==> src/rtl/tmr_pkg.sv <==
package tmr_pkg;
    typedef enum logic [1:0] {
        CMD_HOLD,
        CMD_DEC,
        CMD_WRAP,
        CMD_RELOAD
    } tmr_cmd_e;

    typedef enum logic [1:0] {
        ST_HALT,
        ST_RUN,
        ST_FIRE
    } tmr_state_e;
endpackage

==> src/rtl/tmr_prescale.sv <==
module tmr_prescale #(
    parameter int SEL_W    = 2,
    parameter int BASE_DIV = 8
) (
    input  logic             clk,
    input  logic             rst_n,
    input  logic             tclk_en,
    input  logic [SEL_W-1:0] sel,
    output logic             tick
);
    localparam int MAX_DIV = BASE_DIV << ((1 << SEL_W) - 1);
    localparam int PW      = $clog2(MAX_DIV);

    logic [PW-1:0] pcnt;
    logic [PW-1:0] lim;

    // Limit is the last pulse index of the selected ratio.
    assign lim  = PW'((BASE_DIV << sel) - 1);
    assign tick = tclk_en && (pcnt >= lim);

    always_ff @(posedge clk) begin
        if (!rst_n) begin
            pcnt <= '0;
        end else if (tick) begin
            pcnt <= '0;
        end else if (tclk_en) begin
            pcnt <= pcnt + 1'b1;
        end
    end
endmodule

==> src/rtl/tmr_chan.sv <==
module tmr_chan
    import tmr_pkg::*;
#(
    parameter int CW = 32
) (
    input  logic          clk,
    input  logic          rst_n,
    input  tmr_cmd_e      cmd_i,
    input  logic          fire_i,
    input  logic          run_i,
    input  logic          wide_i,
    input  logic          cnt_we_i,
    input  logic          base_we_i,
    input  logic [CW-1:0] wdata_i,
    output logic [CW-1:0] cnt_o,
    output logic [CW-1:0] base_o,
    output logic          irq_o
);
    localparam logic [CW-1:0] INH_BIT  = {1'b1, {(CW-1){1'b0}}};
    localparam logic [CW-1:0] WRAP_ADD = {{(CW-1){1'b1}}, 1'b0};

    tmr_state_e state_q, state_d;

    always_ff @(posedge clk) begin
        if (!rst_n) begin
            base_o <= INH_BIT;
        end else if (base_we_i) begin
            base_o <= wdata_i;
        end
    end

    always_ff @(posedge clk) begin
        if (!rst_n) begin
            cnt_o <= '0;
        end else if (cnt_we_i) begin
            cnt_o <= wdata_i;
        end else if (base_we_i && wdata_i[CW-1]) begin
            cnt_o <= {1'b0, wdata_i[CW-2:0]};
        end else begin
            unique case (cmd_i)
                CMD_HOLD:   cnt_o <= cnt_o;
                CMD_DEC:    cnt_o <= cnt_o - 1'b1;
                CMD_WRAP:   cnt_o <= cnt_o + WRAP_ADD;
                CMD_RELOAD: cnt_o <= wide_i ? base_o : {1'b0, base_o[CW-2:0]};
            endcase
        end
    end

    always_comb begin
        state_d = state_q;
        unique case (state_q)
            ST_HALT: state_d = fire_i ? ST_FIRE : (run_i ? ST_RUN : ST_HALT);
            ST_RUN:  state_d = fire_i ? ST_FIRE : (run_i ? ST_RUN : ST_HALT);
            ST_FIRE: state_d = fire_i ? ST_FIRE : (run_i ? ST_RUN : ST_HALT);
            default: state_d = ST_HALT;
        endcase
    end

    always_ff @(posedge clk) begin
        if (!rst_n) begin
            state_q <= ST_HALT;
        end else begin
            state_q <= state_d;
        end
    end

    always_comb begin
        irq_o = (state_q == ST_FIRE);
    end
endmodule

==> src/rtl/tmr_group.sv <==
module tmr_group
    import tmr_pkg::*;
#(
    parameter int NT = 4,
    parameter int CW = 32,
    parameter int AW = $clog2(NT) + 7
) (
    input  logic          clk,
    input  logic          rst_n,
    input  logic          tclk_en,
    input  logic          wr_en,
    input  logic [AW-1:0] addr,
    input  logic [CW-1:0] wdata,
    output logic [CW-1:0] rdata,
    output logic [NT-1:0] irq
);
    localparam int SLOT_SH   = 6;
    localparam int TW        = $clog2(NT);
    localparam int NP        = NT - 1;
    localparam int SEL_W     = 2;
    localparam int DIV_LSB   = 8;
    localparam int CHAIN_LSB = 0;
    localparam int ROLL_LSB  = 24;
    localparam logic [AW-1:0]      CTRL_ADDR = AW'(NT << SLOT_SH);
    localparam logic [SLOT_SH-1:0] OFF_CNT   = 6'h00;
    localparam logic [SLOT_SH-1:0] OFF_BASE  = 6'h10;

    logic [SEL_W-1:0] sel_q;
    logic [NP-1:0]    chain_q, roll_q, pair_act;
    logic             tick;

    logic [NT-1:0][CW-1:0] cnt_v, base_v;
    logic [NT-1:0][CW-1:0] up_cnt, dn_cnt;
    logic [NT-1:0]         up_act, dn_act, up_inh;
    logic [NT-1:0]         cnt_we, base_we, fire, run;
    tmr_cmd_e              cmd [NT];

    logic                 in_tmr, ctrl_hit;
    logic [TW-1:0]        slot;
    logic [SLOT_SH-1:0]   off;

    assign slot     = addr[SLOT_SH +: TW];
    assign off      = addr[SLOT_SH-1:0];
    assign in_tmr   = (addr < CTRL_ADDR);
    assign ctrl_hit = (addr == CTRL_ADDR);

    always_ff @(posedge clk) begin
        if (!rst_n) begin
            sel_q   <= '0;
            chain_q <= '0;
            roll_q  <= '0;
        end else if (wr_en && ctrl_hit) begin
            sel_q   <= wdata[DIV_LSB +: SEL_W];
            chain_q <= wdata[CHAIN_LSB +: NP];
            roll_q  <= wdata[ROLL_LSB +: NP];
        end
    end

    // Lower pair claims a shared timer first.
    always_comb begin
        for (int k = 0; k < NP; k++) begin
            pair_act[k] = chain_q[k] && roll_q[k];
            if (k > 0 && pair_act[k-1]) pair_act[k] = 1'b0;
        end
    end

    tmr_prescale #(.SEL_W(SEL_W), .BASE_DIV(8)) u_pre (
        .clk     (clk),
        .rst_n   (rst_n),
        .tclk_en (tclk_en),
        .sel     (sel_q),
        .tick    (tick)
    );

    for (genvar g = 0; g < NT; g++) begin : g_ch
        if (g < NT - 1) begin : g_up
            assign up_act[g] = pair_act[g];
            assign up_inh[g] = base_v[g+1][CW-1];
            assign up_cnt[g] = cnt_v[g+1];
        end else begin : g_noup
            assign up_act[g] = 1'b0;
            assign up_inh[g] = 1'b1;
            assign up_cnt[g] = '0;
        end
        if (g > 0) begin : g_dn
            assign dn_act[g] = pair_act[g-1];
            assign dn_cnt[g] = cnt_v[g-1];
        end else begin : g_nodn
            assign dn_act[g] = 1'b0;
            assign dn_cnt[g] = '0;
        end

        assign cnt_we[g]  = wr_en && in_tmr && (slot == TW'(g)) && (off == OFF_CNT);
        assign base_we[g] = wr_en && in_tmr && (slot == TW'(g)) && (off == OFF_BASE);

        tmr_chan #(.CW(CW)) u_chan (
            .clk       (clk),
            .rst_n     (rst_n),
            .cmd_i     (cmd[g]),
            .fire_i    (fire[g]),
            .run_i     (run[g]),
            .wide_i    (up_act[g]),
            .cnt_we_i  (cnt_we[g]),
            .base_we_i (base_we[g]),
            .wdata_i   (wdata),
            .cnt_o     (cnt_v[g]),
            .base_o    (base_v[g]),
            .irq_o     (irq[g])
        );
    end

    // Per-channel count command: solo, chain low digit, or chain high digit.
    always_comb begin
        for (int i = 0; i < NT; i++) begin
            cmd[i]  = CMD_HOLD;
            fire[i] = 1'b0;
            if (up_act[i]) begin
                run[i] = !up_inh[i];
                if (tick && run[i]) begin
                    if (cnt_v[i] == '0 && up_cnt[i] == '0)  cmd[i] = CMD_RELOAD;
                    else if (cnt_v[i] <= CW'(1) && up_cnt[i] != '0) cmd[i] = CMD_WRAP;
                    else                                     cmd[i] = CMD_DEC;
                end
            end else if (dn_act[i]) begin
                run[i] = !base_v[i][CW-1];
                if (tick && run[i]) begin
                    if (cnt_v[i] == '0 && dn_cnt[i] == '0) begin
                        cmd[i]  = CMD_RELOAD;
                        fire[i] = 1'b1;
                    end else if (dn_cnt[i] <= CW'(1) && cnt_v[i] != '0) begin
                        cmd[i] = CMD_DEC;
                    end
                end
            end else begin
                run[i] = !base_v[i][CW-1];
                if (tick && run[i]) begin
                    if (cnt_v[i] == '0) begin
                        cmd[i]  = CMD_RELOAD;
                        fire[i] = 1'b1;
                    end else begin
                        cmd[i] = CMD_DEC;
                    end
                end
            end
        end
    end

    always_comb begin
        rdata = '0;
        if (ctrl_hit) begin
            rdata[DIV_LSB +: SEL_W] = sel_q;
            rdata[CHAIN_LSB +: NP]  = chain_q;
            rdata[ROLL_LSB +: NP]   = roll_q;
        end else if (in_tmr) begin
            if (off == OFF_CNT)       rdata = cnt_v[slot];
            else if (off == OFF_BASE) rdata = base_v[slot];
        end
    end
endmodule

==> config.mk <==
export PLATFORM = sky130hd
export DESIGN_NAME = tmr_group
export DESIGN_NICKNAME = d
export VERILOG_FILES = /design/src/rtl/tmr_pkg.sv /design/src/rtl/tmr_prescale.sv /design/src/rtl/tmr_chan.sv /design/src/rtl/tmr_group.sv
export SDC_FILE = /design/constraint.sdc
export NUM_CORES = 1
export LEC_CHECK = 0
export ABC_AREA = 1
export BUFFER_PORTS_ARGS = -buffer_cell sky130_fd_sc_hd__buf_4
export CAP_MARGIN = 40
export CELL_PAD_IN_SITES_DETAIL_PLACEMENT = 1
export CELL_PAD_IN_SITES_GLOBAL_PLACEMENT = 1
export CORE_UTILIZATION = 45
export DETAILED_ROUTE_END_ITERATION = 12
export HOLD_SLACK_MARGIN = 0.12
export PLACE_DENSITY_LB_ADDON = 0.1
export RECOVER_POWER = 100
export SYNTH_ARGS = -nofsm -noshare
export SYNTH_HDL_FRONTEND = slang
export SYNTH_SLANG_ARGS = --single-unit
==> constraint.sdc <==
create_clock -name clk -period 3.3 [get_ports clk]
set_clock_uncertainty 0.15 [all_clocks]
set_input_delay 0.33 -clock clk [delete_from_list [all_inputs] [get_ports clk]]
set_output_delay 0.33 -clock clk [all_outputs]
set_load 0.01 [all_outputs]
==> key figures <==
Status
  – Status: complete, no violations

Clock tree
  – Num CTS Buffers: 37
  – Skew-Pair Late Insertion Delay: 0.58 ns
  – Clock Root Buffer: clkbuf_16
  – Clk buf depth: 3
  – CTS tree: yes
  – Worst-path clk slew: 0.07 ns
  – CTS H-tree lvls: 2
  – CTS sink cnt: approximately 280

Floorplan
  – Die W: 210 microns
  – Floorplan row count: 75
  – IO Pins: 81
  – Die Span Y: around 210 microns
  – Core Region: 0.0422 sq mm
  – Starting Density: 46.0%
  – Die ar.: 0.0440 sq mm

Synth
  – Avg Inst Size Synth: 6.27 sq um
  – Syn Nets: 3165
  – Asr flop ratio synth: 0%
  – Top post-synthesis cells by area: dfxtp_1 29%, nand2_1 12%, o21ai_0 8.9%
  – Synth warn: 0
  – Top FF cell, synth: dfxtp_1
  – Top-area cell type share of the netlist area: 28.7%
  – Post-synth top area cell: dfxtp_1
  – Yosys cell types: 54
  – Synthesized flop and latch total: 278
  – Sequential-to-total area share from yosys stat: 28.7%
  – Number of synthesized flops with an enable pin: 0
  – Mapped cell area: 0.0194 sq mm
  – Cells after synthesis: between 3000 and 4000

Worst setup path
  – Setup Crit Path Kind: reg -> reg
  – Worst-path maximum fanout: 8
  – Most used cell, CP: nand2_1
  – Crit. End Element: register
  – Slowest CP cell: dfxtp_1
  – Cell Chain, Critical Path: inv_1, ha_1, nand2_1, nor2_1, nand4_1, clkbuf_1, nand3_1, nand2_1, nand2_1, buf_4, nand2_1, nand2_1, nor2_1, o21ai_0, a21oi_1
  – Crit path arrival time: 3.57 ns
  – Crit-path leading delay family: simple AND/OR/NAND/NOR gates
  – CP Data Required Time: 3.60 ns
  – Max stage delay on crit path: ~0.37 ns
  – WP buf/inv: 3
  – Startpoint types: register

Final layout
  – Most common cell after layout, fill and taps aside: nand2_1
  – Most frequent cells in the layout: 605 x nand2_1, 356 x inv_1, 350 x o21ai_0
  – Layout Nets: 3259
  – Layout area overhead: 16.2%
  – Share of layout cells above drive strength 1: 9.53%

Route
  – Via count: 24900
  – WL final: 115000 microns
  – Antenna Nets Post-Route: 0
  – Vias/cell: 6.62
  – Starting DRT DRC Count: ~4000
  – DRC Markers: 0
  – WL per Instance: just over 30 microns
  – TritonRoute pass-1 iters: 6

Min path
  – Hold Crit Class: in -> reg

Global routing
  – First-pass GRT wire length: about 160000 microns
  – Vias in the first global route: roughly 24000
  – Pin count of the biggest net entering global routing: 74
  – Antenna violations before repair: 9
  – GRT Total Usage: about 51%
  – GRT overflow: 0

Power
  – VDD IR max: 353 uV
  – Pwr/cell area: 388 mW/mm^2
  – Leak: 0.0107 uW
  – Total Power: 8760 uW

Timing
  – Endpoints failing hold: 0
  – Setup_tns: 0 ns
  – Final Slew Violations: 0
  – Relative slew slack: between 10% and 20%
  – Final worst slack: roughly 0.025 ns
  – RSZ-0062 raised after global routing: no
  – Worst slew pin tran: 1.26 ns
  – Hold slack: 0.131 ns
  – Fmax: around 300 MHz
  – Final setup viols: 0
  – Fin crit period: about 3.3 ns
  – Part of the cycle the worst path needs: between 90% and 100%

Place
  – Post-DP HPWL: 83400 microns
  – GPL Wtd Cong: 1.14
  – DP Worst Slack: -0.122 ns
  – PortBufs: 80

Job
  – Max_cap viols: 0
==> flip-flops by register name, indices dropped and copies added (netlist names) <==
register	flops
u_pre.pcnt	6
g_ch.u_chan.cnt_o	128
g_ch.u_chan.state_q	8
roll_q	3
g_ch.u_chan.base_o	128
sel_q	2
chain_q	3
==> worst paths after layout <==
kind / startpoint / end / slack [ns] / depth (start not counted)
min reg2reg: g_ch[0].u_chan.base_o[24] / g_ch[0].u_chan.base_o[24] / 0.34 / 2
max: g_ch[1].u_chan.cnt_o[0] / g_ch[0].u_chan.cnt_o[2] / 0.03 / 15
max reg2reg: g_ch[1].u_chan.cnt_o[0] / g_ch[0].u_chan.cnt_o[2] / 0.03 / 15
min: rst_n / g_ch[2].u_chan.base_o[3] / 0.13 / 3
==> worst min-delay path, stage by stage <==
cell and delay, ns:
buf_6 0.22, o21ai_0 0.16, a21oi_1 0.05
==> cell type report <==
type,instances,area (sq um)
Tap cell,539,674
Fill cell,5743,19700
Sequential cell,278,5570
Clock buffer,52,1100
Clock inverter,15,226
Multi-Input combinational cell,2264,11700
Antenna cell,4,10.0
Timing Repair Buffer,236,1880
Inverter,375,1410
==> per-layer routing <==
layer	GRT usage, %	up-vias	share of wire [%]
met5	0	-	0.076
met4	38.8	14	9.0
met3	17.1	487	14
met2	72.9	1904	40
met1	63.7	12000	37
li1	-	10500	-
==> power breakdown <==
group	internal (uW)	switching [uW]	total, uW
combinational	221	615	836
clock	2740	1820	4550
sequential	3360	8.68	3370
==> repair_timing <==
| action | CTS | global route |
|---|---|---|
| hold buffers | 33 | 0 |
| cloned | 0 | 1 |
| setup endpoints to repair | 7 | 57 |
| pin swaps | 0 | 3 |
| resized for setup | 2 | 13 |
| buffers inserted | 0 | 5 |
| hold endpoints to repair | 106 | 0 |
==> stage by stage <==
step,util (%),cells,instance area [sq um]
floorplan,-,3098,19400
global placement,49.7,3653,21000
detailed placement,49.7,3653,21000
CTS,53.6,3753,22600
global route,53.4,3759,22600
finish,53.4,3763,22600
==> cell families (layout without fill, tap and decap cells) <==
kind of cell | Yosys count | in the layout | share of synthesized area [%]
other | 0 | 4 | 0
flip-flops | 278 | 278 | 28.7
buffers and inverters | 556 | 678 | 11.4
adder cells (fa/ha/maj) | 22 | 22 | 1.42
AND/OR/NAND/NOR | 1302 | 1302 | 29.5
AO/OA/AOI/OAI | 811 | 811 | 23.2
XOR/XNOR | 129 | 129 | 5.82
==> cells in the mapped netlist (all sizes together) (3+ instances only) <==
master and number:
a311oi 23, nor3b 3, inv 370, xor2 124, xnor2 5, o32ai 8, nand4 78, nor2 315
o31ai 5, o22ai 9, a211oi 4, o21a 6, o21ai 383, nand3 241, dfxtp 278, a31oi 7
buf 63, a41oi 23, a21oi 298, ha 22, nor3 29, or2 7, clkinv 5, nand2 615
a221oi 25, nor4 5, and2 3, clkbuf 118, nand3b 6, o211ai 15
(Power assumes the default switching activity.)
